`src/rtl/irq_ctrl_pkg.sv`:
```
package irq_ctrl_pkg;

    localparam int SRC_COUNT = 13;
    localparam int LVL_COUNT = 4;
    localparam int LVL_W     = 2;
    localparam int VEC_W     = 16;

    // Vector slot skips unused positions after index 8 and index 11.
    function automatic logic [VEC_W-1:0] vector_of(input int idx);
        int slot;
        slot = idx + ((idx >= 9) ? 1 : 0) + ((idx >= 12) ? 1 : 0);
        return VEC_W'(3 + 8 * slot);
    endfunction

    // Source index at tie-break position r (position 0 wins).
    function automatic int order_at(input int r);
        case (r)
            0:       return 0;
            1:       return 5;
            2:       return 9;
            3:       return 1;
            4:       return 6;
            5:       return 10;
            6:       return 2;
            7:       return 7;
            8:       return 11;
            9:       return 3;
            10:      return 8;
            11:      return 4;
            default: return 12;
        endcase
    endfunction

endpackage

```
`src/rtl/irq_src_mask.sv`:
```
module irq_src_mask #(
    parameter int N  = 13,
    parameter int LW = 2
) (
    input  logic [N-1:0]         req,
    input  logic [N-1:0]         en,
    input  logic [N-1:0]         hi,
    input  logic [N-1:0]         lo,
    input  logic                 glb,
    input  logic [LW:0]          floor_lvl,
    output logic [N-1:0]         elig,
    output logic [N-1:0][LW-1:0] lvl
);

    for (genvar g = 0; g < N; g++) begin : g_src
        assign lvl[g]  = LW'({hi[g], lo[g]});
        assign elig[g] = req[g] && en[g] && glb && ({1'b0, lvl[g]} >= floor_lvl);
    end

endmodule

```
`src/rtl/irq_pick.sv`:
```
module irq_pick #(
    parameter int N  = 13,
    parameter int LW = 2,
    parameter int IW = 4
) (
    input  logic [N-1:0]         elig,
    input  logic [N-1:0][LW-1:0] lvl,
    output logic                 found,
    output logic [LW-1:0]        best_lvl,
    output logic [IW-1:0]        best_idx
);

    // Walk in tie-break order; only a strictly higher level displaces the holder.
    always_comb begin
        found    = 1'b0;
        best_lvl = '0;
        best_idx = '0;
        for (int r = 0; r < N; r++) begin
            if (elig[irq_ctrl_pkg::order_at(r)] &&
                (!found || lvl[irq_ctrl_pkg::order_at(r)] > best_lvl)) begin
                found    = 1'b1;
                best_lvl = lvl[irq_ctrl_pkg::order_at(r)];
                best_idx = IW'(irq_ctrl_pkg::order_at(r));
            end
        end
    end

endmodule

```
`src/rtl/irq_isr_track.sv`:
```
module irq_isr_track #(
    parameter int NL = 4,
    parameter int LW = 2
) (
    input  logic          clk,
    input  logic          rst_n,
    input  logic          fire,
    input  logic [LW-1:0] fire_lvl,
    input  logic          reti,
    output logic [NL-1:0] isr_q,
    output logic [LW:0]   floor_d
);

    typedef struct packed {
        logic [NL-1:0] isr;
    } trk_t;

    trk_t          st_d, st_q;
    logic [NL-1:0] top_oh;

    always_comb begin
        top_oh = '0;
        for (int l = 0; l < NL; l++) begin
            if (st_q.isr[l]) top_oh = NL'(1) << l;
        end
        st_d     = st_q;
        st_d.isr = st_q.isr & ~(reti ? top_oh : '0);
        if (fire) st_d.isr[fire_lvl] = 1'b1;
        floor_d = '0;
        for (int l = 0; l < NL; l++) begin
            if (st_d.isr[l]) floor_d = (LW+1)'(l + 1);
        end
    end

    always_ff @(posedge clk or negedge rst_n) begin
        if (!rst_n) st_q <= '0;
        else        st_q <= st_d;
    end

    assign isr_q = st_q.isr;

    AST_RETI_DROPS_ONE: assert property (@(posedge clk) disable iff (!rst_n)
        (reti && !fire && st_q.isr != '0) |=> $countones(st_q.isr) == $countones($past(st_q.isr)) - 1);
    AST_RETI_EMPTY_NOP: assert property (@(posedge clk) disable iff (!rst_n)
        (reti && !fire && st_q.isr == '0) |=> st_q.isr == '0);

endmodule

```
`src/rtl/nested_irq_ctrl.sv`:
```
module nested_irq_ctrl #(
    parameter int NUM_SRC = irq_ctrl_pkg::SRC_COUNT,
    parameter int VEC_W   = irq_ctrl_pkg::VEC_W
) (
    input  logic                          clk,
    input  logic                          rst_n,
    input  logic [NUM_SRC-1:0]            src_req,
    input  logic [NUM_SRC-1:0]            src_en,
    input  logic [NUM_SRC-1:0]            prio_hi,
    input  logic [NUM_SRC-1:0]            prio_lo,
    input  logic                          glb_en,
    input  logic                          ack,
    input  logic                          reti,
    output logic                          irq_valid,
    output logic [VEC_W-1:0]              irq_vector,
    output logic [irq_ctrl_pkg::LVL_W-1:0] irq_level,
    output logic [$clog2(NUM_SRC)-1:0]    irq_src,
    output logic [irq_ctrl_pkg::LVL_COUNT-1:0] active_lvls
);

    localparam int LW = irq_ctrl_pkg::LVL_W;
    localparam int NL = irq_ctrl_pkg::LVL_COUNT;
    localparam int IW = $clog2(NUM_SRC);

    typedef struct packed {
        logic             valid;
        logic [LW-1:0]    lvl;
        logic [IW-1:0]    src;
        logic [VEC_W-1:0] vec;
    } out_t;

    out_t                        out_d, out_q;
    logic                        fire;
    logic [LW:0]                 floor_d;
    logic [NL-1:0]               isr_q;
    logic [NUM_SRC-1:0]          elig;
    logic [NUM_SRC-1:0][LW-1:0]  lvl;
    logic                        found;
    logic [LW-1:0]               best_lvl;
    logic [IW-1:0]               best_idx;

    assign fire = ack && out_q.valid;

    irq_isr_track #(.NL(NL), .LW(LW)) u_isr (
        .clk      (clk),
        .rst_n    (rst_n),
        .fire     (fire),
        .fire_lvl (out_q.lvl),
        .reti     (reti),
        .isr_q    (isr_q),
        .floor_d  (floor_d)
    );

    irq_src_mask #(.N(NUM_SRC), .LW(LW)) u_mask (
        .req       (src_req),
        .en        (src_en),
        .hi        (prio_hi),
        .lo        (prio_lo),
        .glb       (glb_en),
        .floor_lvl (floor_d),
        .elig      (elig),
        .lvl       (lvl)
    );

    irq_pick #(.N(NUM_SRC), .LW(LW), .IW(IW)) u_pick (
        .elig     (elig),
        .lvl      (lvl),
        .found    (found),
        .best_lvl (best_lvl),
        .best_idx (best_idx)
    );

    always_comb begin
        out_d       = '0;
        out_d.valid = found;
        out_d.lvl   = best_lvl;
        out_d.src   = best_idx;
        out_d.vec   = found ? VEC_W'(irq_ctrl_pkg::vector_of(int'(best_idx))) : '0;
    end

    always_ff @(posedge clk or negedge rst_n) begin
        if (!rst_n) out_q <= '0;
        else        out_q <= out_d;
    end

    assign irq_valid   = out_q.valid;
    assign irq_vector  = out_q.vec;
    assign irq_level   = out_q.lvl;
    assign irq_src     = out_q.src;
    assign active_lvls = isr_q;

    AST_ACK_MARKS_LEVEL: assert property (@(posedge clk) disable iff (!rst_n)
        (ack && irq_valid) |=> active_lvls[$past(irq_level)]);
    AST_ABOVE_CEILING: assert property (@(posedge clk) disable iff (!rst_n)
        irq_valid |-> (active_lvls >> irq_level) == '0);
    AST_TOP_LEVEL_LOCK: assert property (@(posedge clk) disable iff (!rst_n)
        active_lvls[NL-1] |-> !irq_valid);
    AST_GLOBAL_MASK: assert property (@(posedge clk) disable iff (!rst_n)
        !glb_en |=> !irq_valid);
    AST_VECTOR_FORM: assert property (@(posedge clk) disable iff (!rst_n)
        irq_valid |-> irq_vector[2:0] == 3'b011);

endmodule

```
`config.mk`:
```
export PLATFORM = sky130hd
export DESIGN_NAME = nested_irq_ctrl
export DESIGN_NICKNAME = d
export VERILOG_FILES = /design/src/rtl/irq_ctrl_pkg.sv /design/src/rtl/irq_src_mask.sv /design/src/rtl/irq_pick.sv /design/src/rtl/irq_isr_track.sv /design/src/rtl/nested_irq_ctrl.sv
export SDC_FILE = /design/constraint.sdc
export NUM_CORES = 1
export LEC_CHECK = 0
export BUFFER_PORTS_ARGS = -buffer_cell sky130_fd_sc_hd__buf_2
export CORE_MARGIN = 2
export CORE_UTILIZATION = 30
export CTS_BUF_LIST = sky130_fd_sc_hd__clkbuf_4 sky130_fd_sc_hd__clkbuf_8
export DETAILED_ROUTE_END_ITERATION = 7
export PLACE_DENSITY_LB_ADDON = 0.1
export SLEW_MARGIN = 20
export SYNTH_ARGS = -nofsm -noshare
export SYNTH_HDL_FRONTEND = slang
export SYNTH_HIERARCHICAL = 1
export SYNTH_SLANG_ARGS = --single-unit
```
`constraint.sdc`:
```
create_clock -name clk -period 53.8 [get_ports clk]
set_input_delay 0 -clock clk [delete_from_list [all_inputs] [get_ports clk]]
set_output_delay 0 -clock clk [all_outputs]
set_load 0.05 [all_outputs]
```
==> out/results.ini, run 1 <==
[critical_path]
crit_family=compound AO/OA/AOI/OAI gates
r2r_end=irq_vector[5]
path_class=reg2reg
path_common_cell=ha_1
rr_worst_depth=80
critPathMaxStageDelay_ns=0.59
critPathLaunch=u_isr/isr_q[3]
arrival_ns=18.98
critPathLaunchType=flip-flop
r2r_slack_ns=34.96
worstPathRequired_ns=53.93
worstPathBufferInverterCount=4
crit_path_top_delay_cell=or4b_4
rr_startpoint=u_isr/isr_q[3]
critPathMaxFanout=13
worstSetupEndpointType=flip-flop

[sta]
fmax_mhz=53.1
relSlewSlack_pct=54.1
setup_viol=0
finalClockSkew_ns=0.00219
fin_crit_sh_pct=35.0
maxSlewViolCount=0
rsz0062_at_grt=no
worstMarginPinSlew_ns=0.678
whs_ns=0.0594
fin_setup_tns_ns=0
period_needed_ns=18.84
hold_viol_final=0

[global_routing]
grtUsageTotal_pct=13.3
overflow=0
grt_max_degree=17
grt_first_pass_wirelength_um=11300
antenna_found_initial=0
grt_pass1_vias=2455

[synth]
async_flop_share_pct=100
ys_warn_count=6
synth_area_um2=2870
synth_area_per_cell_um2=8.01
synth_top_cell_by_area=ha_1
ys_types=66
syn_inst=359
synth.most_common_cell=ha_1
yosysTopAreaCellShare_pct=20.5
yosys-top-cells-area=ha_1 (20%), dfrtp_1 (14%), buf_4 (9.9%), inv_1 (5.5%), a21oi_1 (4.7%)
ys_seq_area_share_pct=13.9
synth_edf_count=0
synthFlopType=dfrtp_1
synth_commonest_cells=ha_1 (47), inv_1 (42), buf_4 (38)
ys_ff_latch=16

[cts]
cts_setup_buffers=0
cts_tree=yes
hold_buffers=1
clkSinkCount=16
clk_latency_ns=0.24
path_clk_slew_ns=0.06
cts_buffers=3
ctsRootBufferMaster=clkbuf_8
cts_max_level=1
post_cts_resized=0
clk_path_buf_depth=2

[floorplanning]
core_um2=9280
initial_core_util_pct=31.0
die_area_um2=10400
fp.dieH_um=102
ios=84
fp.dieW_um=102
fp-row-count=35

[place]
gp_congestion=0.818
port-buffer-count=74
placed_area_um2=3140
hpwl_um=5610

[min_path]
min_path_cells=3
min_from=prio_hi[12]
hold_path_end=irq_level[1]
holdCritPathClass=in2reg

[power]
switching_share_pct=53.9
p_int_w=0.0000727
clkPwrFrac_pct=6.5
p_seq_share_pct=12.0
power.switching_w=0.0000851
ir_worst_vdd_uv=21.8
pwr-share-comb_pct=81.5
power_leakage_nw=1.67
cellPowerDensity_nw_per_um2=49.2

[run]
max-cap-violations=0

[drt]
drcViolationCount=0
firstDrtPassIters=4
wirelength_um=6690
vias=2499
wire_per_inst_um=12.5
avgViaCountPerCell=4.65
drt_iter0_markers=42
antenna_left=0

[finish]
diodes=0
synthToLayoutAreaGrowth_pct=11.6
drive_above_1_share_pct=27.5
fillCellCount=1025
multiInputGateArea_um2=2040
seq_area_um2=400
fin_nets=514
design_area_um2=3210

[status]
outcome=finished clean

-- final cells by class --
type,count,share of cell area [%]
Multi-Input combinational cell,269,63.5
Sequential cell,16,12.5
Timing Repair Buffer,77,12.3
Tap cell,129,5.03
Inverter,42,4.91
Clock buffer,4,1.72
-- how the worst max path moves through the flow --
stage / end / slack [ns] / depth (start not counted)
detailed placement: irq_vector[5] / 34.75 / 78
floorplan: irq_vector[5] / 36.16 / 79
global route: irq_vector[5] / 33.42 / 80
CTS: irq_vector[5] / 34.71 / 80
finish: irq_vector[5] / 34.96 / 80
global placement: irq_vector[5] / 34.84 / 80
-- worst min-delay path, cell delays in order --
cell	delay, ns
buf_2	0.12
nor2_1	0.09
a21oi_1	0.05
-- layer usage --
| metal | GRT usage [%] | vias up | wire length (µm) |
|---|---|---|---|
| li1 | - | 1333 | - |
| met1 | 16.6 | 1112 | 3080 |
| met2 | 25.7 | 52 | 3370 |
| met3 | 0.958 | 2 | 225 |
| met4 | 1.54 | 0 | 17 |
| met5 | 0 | - | 0 |
-- registers in the layout, summed over array words and instances, names as in the netlist --
register and count:
irq_vector 6, irq_src 4, u_isr/isr_q 4, irq_level 2
-- cell usage in the layout, fill, tap and decap left out, types with 4 or more instances in the layout --
cell      instances
nor2b_1           6
a21oi_1          27
nor3_1            8
a211o_1           4
nand2b_1         19
ha_1             47
dfrtp_1          16
o31ai_1           4
clkbuf_8          4
buf_2            74
conb_1            9
and2_1            4
inv_1            42
nor3_2           10
nand2_1          30
nor2_1           17
o21ai_0           9
-- cell families (layout without fill, tap and decap cells) --
logic type	after synthesis	in the layout	synth area share [%]
buffers and inverters	82	123	16.2
and+or+nand+nor	118	118	24.6
DFF	16	16	13.9
other	1	9	0.130
xor gates and xnor gates	1	1	0.305
muxes	6	6	2.35
adders and majority gates	48	48	21.2
AOI/OAI and AO/OA	87	87	21.3
-- stage by stage --
stage,utilization [%],setup WS [ns],power [W],instances
finish,34.6,34.96,0.000158,537
global route,34.6,33.42,0.000179,537
CTS,34.6,34.71,0.000161,537
detailed placement,33.9,34.75,0.000149,532
global placement,33.9,34.84,0.000148,532
floorplan,-,36.16,0.000121,367
-- power by group through the flow --
stage	Combinational [W]	Sequential [W]	Clock, W
after floorplan	0.0000863	0.0000350	0
after global placement	0.000128	0.0000194	0
after detailed placement	0.000130	0.0000193	0
after CTS	0.000131	0.0000191	0.0000106
after global routing	0.000148	0.0000197	0.0000113
final	0.000129	0.0000189	0.0000102
Note: power is estimated with default switching activity, not from simulation.
==> run 2, diff against run 1 <==
Clock period 53.8 ns to 15.6 ns, I/O delays scaled along.
==> run 2 against run 1 <==
Power rose to 4.8 times the previous value. Critical path type unchanged. First-iteration DRC count grew 79%. Die area stayed put. Critical endpoint unchanged. Routed wire length grew 18%. Largest cell class unchanged. Largest power group unchanged. Highest routed layer unchanged. Via count rose by 12%.
==> out/results.ini, run 2 (synthesized netlist as in run 1, its figures left out) <==
[status]
outcome=finished clean  ; unchanged

[cts]
path_clk_slew_ns=0.06  ; about the same
cts_tree=yes  ; unchanged
clk_latency_ns=0.24  ; about the same
clkSinkCount=16  ; unchanged
cts_buffers=3  ; unchanged
ctsRootBufferMaster=clkbuf_8  ; unchanged
clk_path_buf_depth=2  ; unchanged
cts_max_level=1  ; unchanged

[critical_path]
crit_path_end=irq_vector[5]  ; unchanged
worstPathBufferInverterCount=4  ; unchanged
worstPathRequired_ns=15.73  ; was 53.93 ns
cp.depth=80  ; unchanged
r2r_slack_ns=0.04  ; was 34.96 ns
crit_path_top_delay_cell=or4b_4  ; unchanged
crit_family=compound AO/OA/AOI/OAI gates  ; unchanged
worstSetupEndpointType=flip-flop  ; unchanged
critPathMaxFanout=4  ; was 13
critPathLaunchType=flip-flop  ; unchanged
r2r_end=irq_vector[5]  ; unchanged
critPathLaunch=u_isr/isr_q[3]  ; unchanged
path_class=reg2reg  ; unchanged
arrival_ns=15.69  ; was 18.98 ns
rr_startpoint=u_isr/isr_q[3]  ; unchanged
critPathMaxStageDelay_ns=0.54  ; was 0.59 ns
path_common_cell=ha_4  ; was ha_1
rr_worst_depth=80  ; unchanged

[finish]
synthToLayoutAreaGrowth_pct=46.1  ; was 11.6%
largest_register_ffs=6  ; unchanged
fillCellCount=938  ; was 1025
fin_nets=577  ; was 514
final_common_cell=buf_2  ; unchanged
diodes=0  ; unchanged
layout_common_cells=buf_2 (74), buf_4 (62), inv_1 (39)  ; was buf_2 (74), ha_1 (47), inv_1 (42)
multiInputGateArea_um2=2550  ; was 2040 µm²
drive_above_1_share_pct=52.0  ; was 27.5%
seq_area_um2=404  ; was 400 µm²

[sta]
rsz0062_at_grt=yes  ; was no
worstMarginPinSlew_ns=0.817  ; was 0.678 ns
setup_viol=0  ; unchanged
worst_slack_ns=0.0406  ; was 34.96 ns
hold_viol_final=0  ; unchanged
finalClockSkew_ns=0.00948  ; was 0.00219 ns
fmax_mhz=64.3  ; was 53.1 MHz
relSlewSlack_pct=45.1  ; was 54.1%
whs_ns=0.0546  ; was 0.0594 ns
fin_crit_sh_pct=99.7  ; was 35.0%
maxSlewViolCount=0  ; unchanged
period_needed_ns=15.56  ; was 18.84 ns

[drt]
firstDrtPassIters=4  ; unchanged
avgViaCountPerCell=4.65  ; about the same
antenna_left=0  ; unchanged
drt_iter0_markers=75  ; was 42
wirelength_um=7920  ; was 6690 µm
drcViolationCount=0  ; unchanged
wire_per_inst_um=13.2  ; was 12.5 µm
vias=2787  ; was 2499

[floorplanning]
fp.dieW_um=102  ; unchanged
ios=84  ; unchanged
initial_core_util_pct=31.0  ; unchanged
fp-row-count=35  ; unchanged
die_area_um2=10400  ; unchanged
fp.dieH_um=102  ; unchanged
core_um2=9280  ; unchanged

[place]
hpwl_um=6260  ; was 5610 µm
port-buffer-count=74  ; unchanged
gp_congestion=0.803  ; was 0.818
dp_slack_ns=-0.200  ; was 34.75 ns

[power]
ir_worst_vdd_uv=72.8  ; was 21.8 µV
cellPowerDensity_nw_per_um2=180  ; was 49.2 nW/µm²
power_leakage_nw=2.06  ; was 1.67 nW

[global_routing]
antenna_found_initial=0  ; unchanged
grt_first_pass_wirelength_um=12700  ; was 11300 µm
grtUsageTotal_pct=15.4  ; was 13.3%
overflow=0  ; unchanged
grt_max_degree=17  ; unchanged
grt_pass1_vias=2686  ; was 2455

[run]
max-cap-violations=0  ; unchanged

[min_path]
min_from=prio_hi[12]  ; unchanged
holdCritPathClass=in2reg  ; unchanged

[run 2: changes by cell type in the layout (fill, tap and decap cells not counted), moves of 7 or more]
| cell | change |
|---|---|
| a21oi_1 | -12 |
| a21oi_2 | +10 |
| buf_4 | +60 |
| ha_1 | -11 |
| ha_4 | +11 |
| nor2_1 | -7 |
[run 2: final cells by class]
class	count	area share, %
clock buffers	4	1.16
inverters	42	3.75
multi-input cells	269	60.7
flip-flops and latches	16	9.62
well taps	129	3.84
repair buffers	140	20.9
[run 2: repair_timing]
action	CTS	global route
resized for setup	6	36
hold buffers	1	0
endpoints found under the setup margin	5	9
setup buffers	18	18
hold endpoints to repair	16	0
pin swaps	13	35
[run 2: stage by stage]
step	total power [W]	cell area, µm²	std cells	setup TNS (ns)	utilization [%]
2_1_floorplan	0.000475	3190	367	-1.14	-
3_3_place_gp	0.000602	3630	559	-0.0460	39.1
3_5_place_dp	0.000612	3630	559	-0.682	39.1
4_1_cts	0.000684	3870	582	0	41.6
5_1_grt	0.000835	4200	600	-3.33	45.2
6_report	0.000755	4200	600	0	45.2
[run 2: where the power goes]
part	switching (W)	leakage (nW)	internal, W
registers	0.00000907	0.203	0.0000589
clock network	0.0000124	0.0262	0.0000198
logic	0.000351	1.84	0.000304
total	0.000372	2.06	0.000383
[run 2: tightest hold or removal path, cell delays in order]
cell,delay [ns]
buf_2,0.12
nor2_1,0.09
a21oi_1,0.04
[run 2: worst min-delay path by stage]
stage | cells past startpoint | slack (ns) | end
detailed placement | 1 | -0.07 | u_isr/isr_q[0]
CTS | 3 | 0.05 | irq_level[1]
global placement | 1 | -0.07 | u_isr/isr_q[3]
finish | 3 | 0.05 | irq_level[1]
global route | 3 | 0.06 | irq_level[1]
floorplan | 0 | -0.30 | irq_level[0]
[run 2: per-layer routing]
layer | track usage [%] | vias up | wire length, µm
li1 | - | 1458 | -
met1 | 19.8 | 1264 | 3640
met2 | 28.9 | 59 | 3980
met3 | 0.752 | 6 | 233
met4 | 2.77 | 0 | 72
met5 | 0 | - | 0
